### src/rtl/iu_seq_pkg.sv
// Shared encodings for the IU exception phase sequencer.
// Assumes the phase code values are decoded by the bus phase logic as is.
package iu_seq_pkg;
    typedef enum logic [1:0] {
        PH_CONT    = 2'd0,
        PH_MSGOUT  = 2'd1,
        PH_STATUS  = 2'd2,
        PH_BUSFREE = 2'd3
    } phase_e;

    typedef enum logic [1:0] {
        ST_XFER,
        ST_MSG,
        ST_STAT,
        ST_FREE
    } seq_state_e;

    localparam logic KIND_LQ  = 1'b0;
    localparam logic KIND_CMD = 1'b1;
endpackage

### src/rtl/iu_atn_tracker.sv
// Attention tracker: records whether attention was seen inside the window
// of the current IU (start pulse through end pulse) and reports it with the
// end pulse. Assumes start and end pulses are one cycle wide.
module iu_atn_tracker (
    input  logic clk,
    input  logic rst_n,
    input  logic iu_start,
    input  logic iu_end,
    input  logic atn,
    output logic atn_at_end
);
    logic in_iu;
    logic atn_seen;

    // Marks the cycles between an IU start pulse and its end pulse.
    always_ff @(posedge clk) begin
        if (!rst_n)        in_iu <= 1'b0;
        else if (iu_end)   in_iu <= 1'b0;
        else if (iu_start) in_iu <= 1'b1;
    end

    // Latches attention seen inside the IU window; clears at the IU end.
    always_ff @(posedge clk) begin
        if (!rst_n)                          atn_seen <= 1'b0;
        else if (iu_end)                     atn_seen <= 1'b0;
        else if ((in_iu || iu_start) && atn) atn_seen <= 1'b1;
    end

    assign atn_at_end = iu_end && (atn_seen || atn);

    AST_ATN_ONLY_IN_IU: assert property (@(posedge clk) disable iff (!rst_n)
        atn_seen |-> in_iu);
endmodule

### src/rtl/iu_context_regs.sv
// Context registers: the nexus-valid flag, the CRC error-pending flag and
// the flag that a status reply is owed for a broken L_Q/Command pair.
// Assumes kill (bus free) and set requests never coincide for one flag.
module iu_context_regs (
    input  logic clk,
    input  logic rst_n,
    input  logic nexus_set,
    input  logic kill,
    input  logic err_set,
    input  logic owe_set,
    input  logic flags_clr,
    output logic nexus_valid,
    output logic err_pending,
    output logic owe_status
);
    // Nexus flag: set by a clean L_Q, dropped by bus free.
    always_ff @(posedge clk) begin
        if (!rst_n)         nexus_valid <= 1'b0;
        else if (kill)      nexus_valid <= 1'b0;
        else if (nexus_set) nexus_valid <= 1'b1;
    end

    // Error-pending flag: held until its status pair is sent or bus free.
    always_ff @(posedge clk) begin
        if (!rst_n)                 err_pending <= 1'b0;
        else if (kill || flags_clr) err_pending <= 1'b0;
        else if (err_set)           err_pending <= 1'b1;
    end

    // Owed-status flag for a pair interrupted by attention after the L_Q.
    always_ff @(posedge clk) begin
        if (!rst_n)                 owe_status <= 1'b0;
        else if (kill || flags_clr) owe_status <= 1'b0;
        else if (owe_set)           owe_status <= 1'b1;
    end

    AST_ERR_HELD: assert property (@(posedge clk) disable iff (!rst_n)
        (err_pending && !flags_clr && !kill) |=> err_pending);

    AST_NEXUS_DROP_ON_KILL: assert property (@(posedge clk) disable iff (!rst_n)
        kill |=> !nexus_valid && !err_pending);
endmodule

### src/rtl/iu_phase_fsm.sv
// Decision state machine: at each IU end it resolves CRC errors and
// attention against the nexus state and issues one registered phase
// decision, then waits for the matching completion pulse.
// Assumes completion pulses only arrive for the phase that was requested.
module iu_phase_fsm
    import iu_seq_pkg::*;
(
    input  logic   clk,
    input  logic   rst_n,
    input  logic   iu_end,
    input  logic   iu_kind,
    input  logic   crc_err,
    input  logic   atn_at_end,
    input  logic   msg_done,
    input  logic   status_done,
    input  logic   free_done,
    input  logic   nexus_valid,
    input  logic   err_pending,
    input  logic   owe_status,
    output logic   dec_valid,
    output phase_e dec_phase,
    output logic   dec_chk,
    output logic   nexus_set,
    output logic   kill,
    output logic   err_set,
    output logic   owe_set,
    output logic   flags_clr
);
    seq_state_e state, state_nxt;
    logic       v_nxt;
    phase_e     ph_nxt;
    logic       chk_nxt;

    // Next-state and decision logic for the current state and strobes.
    always_comb begin
        state_nxt = state;
        v_nxt     = 1'b0;
        ph_nxt    = PH_CONT;
        chk_nxt   = 1'b0;
        nexus_set = 1'b0;
        kill      = 1'b0;
        err_set   = 1'b0;
        owe_set   = 1'b0;
        flags_clr = 1'b0;
        case (state)
            ST_XFER: begin
                if (iu_end) begin
                    v_nxt = 1'b1;
                    if (crc_err && (iu_kind == KIND_LQ || !nexus_valid)) begin
                        ph_nxt    = PH_BUSFREE;
                        kill      = 1'b1;
                        state_nxt = ST_FREE;
                    end else if (crc_err) begin
                        err_set = 1'b1;
                        if (atn_at_end) begin
                            ph_nxt    = PH_MSGOUT;
                            state_nxt = ST_MSG;
                        end else begin
                            ph_nxt    = PH_STATUS;
                            chk_nxt   = 1'b1;
                            state_nxt = ST_STAT;
                        end
                    end else begin
                        if (iu_kind == KIND_LQ) nexus_set = 1'b1;
                        if (atn_at_end) begin
                            ph_nxt    = PH_MSGOUT;
                            state_nxt = ST_MSG;
                            if (iu_kind == KIND_LQ) owe_set = 1'b1;
                        end
                    end
                end
            end
            ST_MSG: begin
                if (msg_done) begin
                    v_nxt = 1'b1;
                    if (err_pending || owe_status) begin
                        ph_nxt    = PH_STATUS;
                        chk_nxt   = err_pending;
                        state_nxt = ST_STAT;
                    end else begin
                        state_nxt = ST_XFER;
                    end
                end
            end
            ST_STAT: begin
                if (status_done) begin
                    flags_clr = 1'b1;
                    state_nxt = ST_XFER;
                end
            end
            default: begin
                if (free_done) state_nxt = ST_XFER;
            end
        endcase
    end

    // State register.
    always_ff @(posedge clk) begin
        if (!rst_n) state <= ST_XFER;
        else        state <= state_nxt;
    end

    // Registered decision outputs.
    always_ff @(posedge clk) begin
        if (!rst_n) begin
            dec_valid <= 1'b0;
            dec_phase <= PH_CONT;
            dec_chk   <= 1'b0;
        end else begin
            dec_valid <= v_nxt;
            dec_phase <= ph_nxt;
            dec_chk   <= chk_nxt;
        end
    end

    AST_MSGOUT_AT_IU_END: assert property (@(posedge clk) disable iff (!rst_n)
        (dec_valid && dec_phase == PH_MSGOUT) |-> $past(iu_end));

    AST_LQ_CRC_BUSFREE: assert property (@(posedge clk) disable iff (!rst_n)
        (state == ST_XFER && iu_end && iu_kind == KIND_LQ && crc_err)
        |=> (dec_valid && dec_phase == PH_BUSFREE));

    AST_CHK_ONLY_STATUS: assert property (@(posedge clk) disable iff (!rst_n)
        (dec_valid && dec_chk) |-> dec_phase == PH_STATUS);

    AST_NEXUS_KEPT_IN_MSG: assert property (@(posedge clk) disable iff (!rst_n)
        (state == ST_MSG && nexus_valid) |=> nexus_valid);

    AST_QUIET_WHILE_WAIT: assert property (@(posedge clk) disable iff (!rst_n)
        (state == ST_STAT || state == ST_FREE) |=> !dec_valid);
endmodule

### src/rtl/iu_phase_sequencer.sv
// Top of the IU exception phase sequencer. Connects the attention tracker,
// the context registers and the decision state machine.
// Assumes all inputs are synchronous to clk.
module iu_phase_sequencer
    import iu_seq_pkg::*;
(
    input  logic       clk,
    input  logic       rst_n,
    input  logic       iu_start,
    input  logic       iu_end,
    input  logic       iu_kind,
    input  logic       crc_err,
    input  logic       atn,
    input  logic       msg_done,
    input  logic       status_done,
    input  logic       free_done,
    output logic       next_valid,
    output logic [1:0] next_phase,
    output logic       check_cond,
    output logic       nexus_valid,
    output logic       err_pending
);
    logic   atn_at_end;
    logic   owe_status;
    logic   nexus_set, kill, err_set, owe_set, flags_clr;
    phase_e dec_phase;

    iu_atn_tracker u_atn (
        .clk        (clk),
        .rst_n      (rst_n),
        .iu_start   (iu_start),
        .iu_end     (iu_end),
        .atn        (atn),
        .atn_at_end (atn_at_end)
    );

    iu_context_regs u_ctx (
        .clk         (clk),
        .rst_n       (rst_n),
        .nexus_set   (nexus_set),
        .kill        (kill),
        .err_set     (err_set),
        .owe_set     (owe_set),
        .flags_clr   (flags_clr),
        .nexus_valid (nexus_valid),
        .err_pending (err_pending),
        .owe_status  (owe_status)
    );

    iu_phase_fsm u_fsm (
        .clk         (clk),
        .rst_n       (rst_n),
        .iu_end      (iu_end),
        .iu_kind     (iu_kind),
        .crc_err     (crc_err),
        .atn_at_end  (atn_at_end),
        .msg_done    (msg_done),
        .status_done (status_done),
        .free_done   (free_done),
        .nexus_valid (nexus_valid),
        .err_pending (err_pending),
        .owe_status  (owe_status),
        .dec_valid   (next_valid),
        .dec_phase   (dec_phase),
        .dec_chk     (check_cond),
        .nexus_set   (nexus_set),
        .kill        (kill),
        .err_set     (err_set),
        .owe_set     (owe_set),
        .flags_clr   (flags_clr)
    );

    assign next_phase = dec_phase;
endmodule

### config.mk
export PLATFORM = sky130hd
export DESIGN_NAME = iu_phase_sequencer
export DESIGN_NICKNAME = d
export VERILOG_FILES = /design/src/rtl/iu_seq_pkg.sv /design/src/rtl/iu_atn_tracker.sv /design/src/rtl/iu_context_regs.sv /design/src/rtl/iu_phase_fsm.sv /design/src/rtl/iu_phase_sequencer.sv
export SDC_FILE = /design/constraint.sdc
export NUM_CORES = 1
export LEC_CHECK = 0
export CAP_MARGIN = 30
export CELL_PAD_IN_SITES_DETAIL_PLACEMENT = 1
export CELL_PAD_IN_SITES_GLOBAL_PLACEMENT = 1
export CORE_ASPECT_RATIO = 1.2
export CORE_MARGIN = 4
export CORE_UTILIZATION = 34
export CTS_CLUSTER_DIAMETER = 80
export CTS_CLUSTER_SIZE = 10
export DETAILED_ROUTE_END_ITERATION = 12
export PLACE_DENSITY_LB_ADDON = 0.1
export SLEW_MARGIN = 0
export SYNTH_ARGS = -nofsm -noshare
export SYNTH_HDL_FRONTEND = slang
export SYNTH_SLANG_ARGS = --single-unit
### constraint.sdc
create_clock -name clk -period 2.1 [get_ports clk]
set_clock_uncertainty 0.05 [all_clocks]
set_input_delay 0.315 -clock clk [delete_from_list [all_inputs] [get_ports clk]]
set_output_delay 0.315 -clock clk [all_outputs]
set_load 0.005 [all_outputs]
==> summary.txt, run 1 <==
Filler cells -> 191
Worst Tran Pin Value -> 0.264 ns
Sequential Power Share -> 39.5%
TritonCTS clock tree -> done
Layout Nets -> 99
#FFs+latches synth -> 11
Postcts setup bufs -> 0
PD cells -> 904 nW/um^2
Largest net degree at the start of global routing -> 9
Instance count on the critical path -> 1
Routed Antenna Nets -> 0
Synthesized cell area -> 544 um^2
Ys Warns -> 0
HP Class -> flop to flop
Pre-antenna DRT Iters -> 4
Reg2reg path depth -> 6
CTS H-tree lvls -> 1
Vias -> 530
Post-CTS Hold Buffers -> 0
Post-Syn Instances -> 66
Top post-synthesis cells by count -> 11 x dfxtp_1, 7 x nand2_1, 7 x nor2_1
Layout cells sized above 1 -> 8.24%
Die area -> 2310 um^2
Post-synth EDFFs -> 0
Slew Limit Fails -> 0
Ant. Diodes -> 0
FFs w/ async S/R, synth -> 0%
Startpoint Class -> flop
TritonCTS buffer count -> 3
Mapped Avg Cell Area -> 8.25 um^2
Data arrival, critical path -> 1.23 ns
Worst-path clk slew -> 0.08 ns
Max Cap Viol -> 0
RSZ-0062 raised after global routing -> no
Most common cell in the netlist -> dfxtp_1
Port bufs -> 15
Rows -> 15
Max incr delay on CP -> 0.54 ns
Combinational share of power -> 38.9%
Clock root cell -> clkbuf_4
Initial drt markers -> 6
# IOs -> 16
Switching part of the total -> 33.4%
Final setup viols -> 0
Clock Power Share -> 21.6%
Initial antenna violation count -> 0
Number of global-route vias before repair -> 552
Psw -> 0.000224 W
Dpl cells -> 98
Tot GR Track Use -> 13.8%
Clk sinks -> 11
Worst Setup Path Type -> flop to output port
Total global routing overflow -> 0
Delay-heaviest family, CP -> buffers and inverters
Synth top area cells -> dfxtp_1 40%, ha_1 6.9%, a21oi_1 5.5%, nand2_1 4.8%, nor2_1 4.8%
Slowest library cell on the worst path -> clkdlybuf4s50_1
Leakage -> 0.275 nW
Ys flop type -> dfxtp_1
Later-pin clock latency in the skew report -> 0.26 ns
Hold Slack -> 0.428 ns
Area growth, synth to finish -> 36.3%
Worst-path maximum fanout -> 6
Worst Hold Depth -> 2
Rel. slew slack -> 82.3%
Non-Filler Instances -> 102
Final HPWL DP -> 1070 um
Post-cts sizing count -> 0
Buf/Inv on CP -> 1
Minimum clock period -> 1.59 ns
Total negative slack -> 0 ns
Crit-path cells -> clkdlybuf4s50_1
CTS Buffer Depth -> 2
Outcome -> complete, no violations
Fin crit share -> 75.9%
Via density -> 5.20
Peak VDD IR -> 0.000423 V
Total wire length -> 1330 um
Die Wd -> 44.5 um
Sequential fraction of the synthesis area -> 40.5%
Area leader, netlist -> dfxtp_1
Fin worst setup slack -> 0.507 ns
DP Worst Slack -> 0.353 ns
DRC -> 0
Synth top area share -> 40.5%
Core area -> 1480 um^2
Initial Util -> 36.7%
CP Data Required Time -> 1.74 ns
Mapped Nets -> 79
Internal Dissipation -> 0.000447 W
Final Hold Vio Count -> 0
Netlist cell types -> 21
Wire length per cell -> 13.0 um
First-pass GRT wire length -> 2370 um
Die height -> 51.8 um
Crit. End Element -> output port
Fmax -> 628 MHz
Final GP Congestion -> 0.787
metrics by stage:
| step | utilization (%) | total power (W) | instance area [um^2] |
|---|---|---|---|
| finish | 50.0 | 0.000671 | 742 |
| detailed placement | 48.3 | 0.000533 | 716 |
| global placement | 48.3 | 0.000528 | 716 |
| floorplan | - | 0.000436 | 544 |
| CTS | 50.0 | 0.000678 | 742 |
| global route | 50.0 | 0.000724 | 742 |
layer usage:
metal | GRT usage (%) | part of all wire (%) | wire, um
met1 | 18.4 | 47 | 625
met2 | 21.3 | 47 | 620
met3 | 2.42 | 5.3 | 70
met4 | 6.03 | 0.98 | 13
met5 | 0 | 0 | 0
cells in the final DEF, fill, tap and decap left out:
cell type,count
clkbuf_1,1
inv_1,5
o21ai_0,4
clkbuf_4,3
dfxtp_1,11
and3_2,1
nor2_1,7
nor2b_1,2
a211oi_1,3
nand4_1,2
clkdlybuf4s50_1,15
nand2_1,7
a21oi_2,1
a31oi_1,2
a21oi_1,6
o211ai_1,2
nor3_1,2
nand3_1,2
mux2i_1,1
o21ai_1,1
nand2b_1,2
and3_4,1
ha_1,3
a311oi_2,1
worst paths after layout:
kind	slack, ns	start	endpoint
worst min register to register	0.43	u_atn.in_iu	u_atn.in_iu
worst max-delay path	0.51	u_ctx.nexus_valid	nexus_valid
worst max register to register	0.52	u_fsm.state[1]	u_fsm.state[1]
worst min-delay path	0.43	u_atn.in_iu	u_atn.in_iu
flip-flops by register name, summed over array words and instances (netlist names):
name	flops
u_fsm.dec_valid	1
u_atn.in_iu	1
u_fsm.dec_phase	2
u_fsm.dec_chk	1
u_atn.atn_seen	1
u_ctx.owe_status	1
u_ctx.err_pending	1
u_ctx.nexus_valid	1
u_fsm.state	2
final cells by class:
cell class                 count  area (um^2)  area share (%)
clock buffer                   4         26.3            3.54
timing repair buffer          15          150            20.2
multi-input combinational     50          305            41.1
tap                           17         21.3            2.87
inverter                       5         18.8            2.53
sequential                    11          220            29.7
logic make-up after synthesis:
| logic type | after synthesis | share of synthesized area, % |
|---|---|---|
| AO/OA/AOI/OAI | 20 | 23.7 |
| buffers and inverters | 5 | 3.45 |
| flip-flops | 11 | 40.5 |
| AND/OR/NAND/NOR | 26 | 23.7 |
| multiplexers | 1 | 1.84 |
| adder cells (fa/ha/maj) | 3 | 6.90 |
power groups by stage:
stage	logic, W	registers [W]	clock network, W
floorplan	0.000170	0.000266	0
global placement	0.000260	0.000268	0
detailed placement	0.000263	0.000270	0
CTS	0.000265	0.000266	0.000148
global route	0.000293	0.000269	0.000161
finish	0.000261	0.000265	0.000145
Note: power is estimated with default switching activity, not from simulation.
==> run 2, diff against run 1 <==
--- a/config.mk
+++ b/config.mk
@@ -10,7 +10,7 @@
 export CELL_PAD_IN_SITES_GLOBAL_PLACEMENT = 1
 export CORE_ASPECT_RATIO = 1.2
 export CORE_MARGIN = 4
-export CORE_UTILIZATION = 34
+export CORE_UTILIZATION = 31
 export CTS_CLUSTER_DIAMETER = 80
 export CTS_CLUSTER_SIZE = 10
 export DETAILED_ROUTE_END_ITERATION = 12
==> constraint.sdc (replaced) <==
create_clock -name clk -period 1.5 [get_ports clk]
set_clock_uncertainty 0.05 [all_clocks]
set_input_delay 0.225 -clock clk [delete_from_list [all_inputs] [get_ports clk]]
set_output_delay 0.225 -clock clk [all_outputs]
set_load 0.005 [all_outputs]
==> run 2 against run 1 <==
Design area grew 12%. Critical path depth increased by 5. Die area grew 8.0%. Clock-buffer cell count stayed put. Power grew 55%. Non-clock buffer count up 9. Sequential power is 37% higher. Register-to-register slack lost 0.44 ns. Cell count rose by 9.8%. First-iteration DRC count decreased by 33%. Largest cell class unchanged. Highest routed layer unchanged.
==> summary.txt, run 2 (synthesized netlist as in run 1, its figures left out) <==
Outcome -> complete, no violations
Total global routing overflow -> 0
Crit. End Element -> flop
Top Registers -> u_fsm.dec_phase x2, u_fsm.state x2
Clock Power Share -> 20.2%
Worst-path clk slew -> 0.07 ns
Fmax -> 702 MHz
Max Cap Viol -> 0
Final HPWL DP -> 1160 um
Reg2reg start -> u_fsm.state[0]
Rows -> 16
# IOs -> 16
Wire length per cell -> 13.7 um
Port bufs -> 15
Tot GR Track Use -> 14.1%
CTS Buffer Depth -> 2
Fin crit share -> 95.0%
PD cells -> 1250 nW/um^2
Startpoint Class -> flop
Reg-to-reg setup timing slack -> 0.08 ns
Reg2reg path depth -> 6
Largest net degree at the start of global routing -> 7
Core area -> 1640 um^2
Pre-antenna DRT Iters -> 4
Peak VDD IR -> 0.000602 V
CP Data Required Time -> 1.61 ns
Crit path capture -> u_ctx.err_pending
Commonest cells after routing, fill and taps aside -> 15 x clkdlybuf4s50_1, 9 x buf_4, 8 x dfxtp_1, 7 x nand2_1, 6 x nor2_1
Worst Setup SP -> u_fsm.state[0]
HP Class -> flop to flop
CTS H-tree lvls -> 1
Ant. Diodes -> 0
Worst Tran Pin Value -> 0.294 ns
Minimum clock period -> 1.42 ns
Layout cells sized above 1 -> 25.5%
DRC -> 0
Initial Util -> 33.2%
Internal Dissipation -> 0.000693 W
Final GP Congestion -> 0.797
Final setup viols -> 0
Final Hold Vio Count -> 0
Vias -> 567
Slew Limit Fails -> 0
Psw -> 0.000348 W
Clock root cell -> clkbuf_4
TritonCTS clock tree -> done
Data arrival, critical path -> 1.54 ns
Hold Slack -> 0.426 ns
Layout Nets -> 108
Area growth, synth to finish -> 53.3%
RSZ-0062 raised after global routing -> yes
Number of global-route vias before repair -> 596
Later-pin clock latency in the skew report -> 0.27 ns
Clk sinks -> 11
Combinational share of power -> 45.1%
Die Wd -> 46.3 um
Hold Path Origin -> u_atn.in_iu
Die height -> 53.9 um
Worst Setup Path Type -> flop to flop
Switching part of the total -> 33.4%
Via density -> 5.06
Sequential Power Share -> 34.7%
Total wire length -> 1540 um
Initial antenna violation count -> 0
Post-CTS Hold Buffers -> 0
Rel. slew slack -> 80.3%
Commonest non-fill, non-tap cell in the layout -> clkdlybuf4s50_1
Leakage -> 0.322 nW
Die area -> 2490 um^2
Routed Antenna Nets -> 0
First-pass GRT wire length -> 2460 um
Total negative slack -> 0 ns
Reg2reg end -> u_ctx.err_pending
TritonCTS buffer count -> 3
Initial drt markers -> 4
Worst-path maximum fanout -> 6
## run 2: how the worst min path moves through the flow
stage,end,depth (start not counted)
final,u_atn.in_iu,2
after global routing,u_atn.in_iu,2
after CTS,u_atn.in_iu,2
after detailed placement,u_atn.in_iu,2
after global placement,u_atn.in_iu,2
after floorplan,u_ctx.nexus_valid,1
## run 2: through the flow
step                      instance area [um^2]  setup slack [ns]  std cells  total power (W)  utilization [%]
after floorplan                            544             0.119         66         0.000611                -
after global placement                     785            0.0110        108         0.000814             47.8
after detailed placement                   785           -0.0425        108         0.000817             47.8
after CTS                                  811            0.0255        112          0.00104             49.4
after global routing                       835           -0.0222        112          0.00113             50.8
final                                      835            0.0754        112          0.00104             50.8
## run 2: critical path, cell delays in order, from the launching register on
cell and delay [ns]:
dfxtp_2 0.33, inv_1 0.05, ha_1 0.22, buf_4 0.16
and3_2 0.26, a31oi_2 0.18, nor2_1 0.06
## run 2: repair_timing
item                                    CTS  global route
resized for setup                         0             8
buffers inserted                          0             0
endpoints found under the setup margin    0             6
## run 2: power groups by stage
stage | clock network [W] | logic (W) | registers, W
2_1_floorplan | 0 | 0.000238 | 0.000373
3_3_place_gp | 0 | 0.000451 | 0.000363
3_5_place_dp | 0 | 0.000452 | 0.000365
4_1_cts | 0.000222 | 0.000454 | 0.000359
5_1_grt | 0.000241 | 0.000520 | 0.000370
6_report | 0.000210 | 0.000470 | 0.000362
## run 2: metal layers
layer,vias up,part of all wire [%],track usage [%]
li1,291,-,-
met1,260,42,14.8
met2,12,51,23.9
met3,4,4.2,4.35
met4,0,2.2,8.53
met5,-,0,0
## run 2: layout make-up
cell class,count,area (um^2)
multi-input cells,50,325
repair buffers,24,218
fillers,207,807
inverters,5,18.8
well taps,18,22.5
clock buffers,4,26.3
flip-flops and latches,11,224
==> run 3, diff against run 2 <==
--- a/config.mk
+++ b/config.mk
@@ -14,7 +14,9 @@
 export CTS_CLUSTER_DIAMETER = 80
 export CTS_CLUSTER_SIZE = 10
 export DETAILED_ROUTE_END_ITERATION = 12
+export MAX_ROUTING_LAYER = met4
 export PLACE_DENSITY_LB_ADDON = 0.1
+export SETUP_SLACK_MARGIN = 0.05
 export SLEW_MARGIN = 0
 export SYNTH_ARGS = -nofsm -noshare
 export SYNTH_HDL_FRONTEND = slang
==> run 3 against run 2 <==
Non-clock buffer count unchanged. Via count rose by 0.53%. Clock power is essentially flat. Fmax rose by 3.9%. Critical endpoint is now nexus_valid. Largest power group unchanged. Highest routed layer unchanged.
==> summary.txt, run 3 (synthesized netlist as in run 1, its figures left out) <==
Outcome -> complete, no violations
Postcts setup bufs -> 0
RSZ-0062 raised after global routing -> yes
Commonest cells after routing, fill and taps aside -> 14 x clkdlybuf4s50_1, 8 x buf_4, 8 x dfxtp_1, 7 x nand2_1, 6 x nor2_1
TritonCTS clock tree -> done
Ant. Diodes -> 0
Tot GR Track Use -> 15.4%
Final setup viols -> 0
Data arrival, critical path -> 1.10 ns
Max incr delay on CP -> 0.50 ns
Max Cap Viol -> 0
Combinational share of power -> 47.6%
Worst-path maximum fanout -> 2
Minimum clock period -> 1.37 ns
Fmax -> 729 MHz
CTS Buffer Depth -> 2
Total wire length -> 1530 um
HP Class -> flop to flop
Met2 GRT Util -> 26.1%
Psw -> 0.000363 W
Rel. slew slack -> 80.7%
Vias -> 570
GR peak layer -> met2
Initial Util -> 33.2%
Buf/Inv on CP -> 1
DRC -> 0
Die Wd -> 46.3 um
Peak VDD IR -> 0.000645 V
Port bufs -> 15
Final Total Pwr -> 0.00109 W
Switching part of the total -> 33.2%
Initial antenna violation count -> 0
Worst-path clk slew -> 0.08 ns
Rows -> 16
Slowest library cell on the worst path -> clkdlybuf4s50_1
Final GP Congestion -> 0.809
Non-Filler Instances -> 112
Die area -> 2490 um^2
Final HPWL DP -> 1160 um
Largest net degree at the start of global routing -> 7
Via density -> 5.09
Commonest non-fill, non-tap cell in the layout -> clkdlybuf4s50_1
Area growth, synth to finish -> 57.7%
Later-pin clock latency in the skew report -> 0.27 ns
Wire length per cell -> 13.7 um
Routed Antenna Nets -> 0
Met3 Use GR -> 4.01%
First-pass GRT wire length -> 2610 um
# IOs -> 16
Slew Limit Fails -> 0
Global-route met1 utilization -> 15.8%
Top Registers -> u_fsm.dec_phase x2, u_fsm.state x2
Clk sinks -> 11
Clock root cell -> clkbuf_4
Final Hold Vio Count -> 0
Sequential Power Share -> 33.1%
Pre-antenna DRT Iters -> 4
Leakage -> 0.343 nW
Hold Slack -> 0.424 ns
Worst Setup Path Type -> flop to output port
Layout cells sized above 1 -> 27.7%
Number of global-route vias before repair -> 618
Fin crit share -> 91.4%
Worst Tran Pin Value -> 0.288 ns
PD cells -> 1270 nW/um^2
Initial drt markers -> 2
Core area -> 1640 um^2
Crit-path cells -> clkdlybuf4s50_1
Internal Dissipation -> 0.000731 W
CTS H-tree lvls -> 1
Crit. End Element -> output port
Filler cells -> 201
Layout Nets -> 108
TritonCTS buffer count -> 3
Die height -> 53.9 um
Dpl cells -> 108
Post-CTS Hold Buffers -> 0
Delay-heaviest family, CP -> buffers and inverters
Clock Power Share -> 19.2%
Startpoint Class -> flop
Total global routing overflow -> 0
CP Data Required Time -> 1.22 ns
run 3: worst min-delay path, delay by kind of cell (launching register included):
family | cells | cell delay, ns
flip-flops | 1 | 0.33
AND/OR/NAND/NOR | 2 | 0.11
run 3: metal layers:
metal  wire length (um)  part of all wire (%)
met1                679                    44
met2                765                    50
met3                 55                   3.6
met4                 29                   1.9
met5                  0                     0
run 3: final cells by class:
type                       instances  area [um^2]  share of cell area, %
timing repair buffer              24          224                   26.1
tap                               18         22.5                   2.62
inverter                           5         18.8                   2.19
clock buffer                       4         26.3                   3.06
sequential                        11          226                   26.4
multi-input combinational         50          340                   39.7
run 3: path summary, 6_finish.rpt:
path | from | end | slack (ns) | cells past startpoint
worst min register to register | u_atn.in_iu | u_atn.in_iu | 0.42 | 2
worst min-delay path | u_atn.in_iu | u_atn.in_iu | 0.42 | 2
worst max-delay path | u_ctx.nexus_valid | nexus_valid | 0.13 | 1
worst max register to register | u_fsm.state[0] | u_fsm.state[0] | 0.15 | 6
run 3: stage by stage:
step           setup TNS, ns  worst slack, ns  util, %  instance area (um^2)
2_1_floorplan              0            0.119        -                   544
3_3_place_gp               0           0.0110     47.8                   785
3_5_place_dp         -0.0724          -0.0425     47.8                   785
4_1_cts                    0           0.0469     49.7                   816
5_1_grt                    0           0.0377     52.3                   858
6_report                   0            0.129     52.3                   858
run 3: power groups by stage:
stage / combinational, W / clock [W] / sequential [W]
after detailed placement: 0.000452 / 0 / 0.000365
after global routing: 0.000580 / 0.000241 / 0.000369
after global placement: 0.000451 / 0 / 0.000363
after floorplan: 0.000238 / 0 / 0.000373
after CTS: 0.000460 / 0.000222 / 0.000359
final: 0.000521 / 0.000211 / 0.000362
run 3: repair_timing:
action | in CTS | in global routing
setup endpoints to repair | 2 | 8
endpoints found under the hold margin | 0 | 0
pin swaps | 0 | 4
resized for setup | 2 | 13
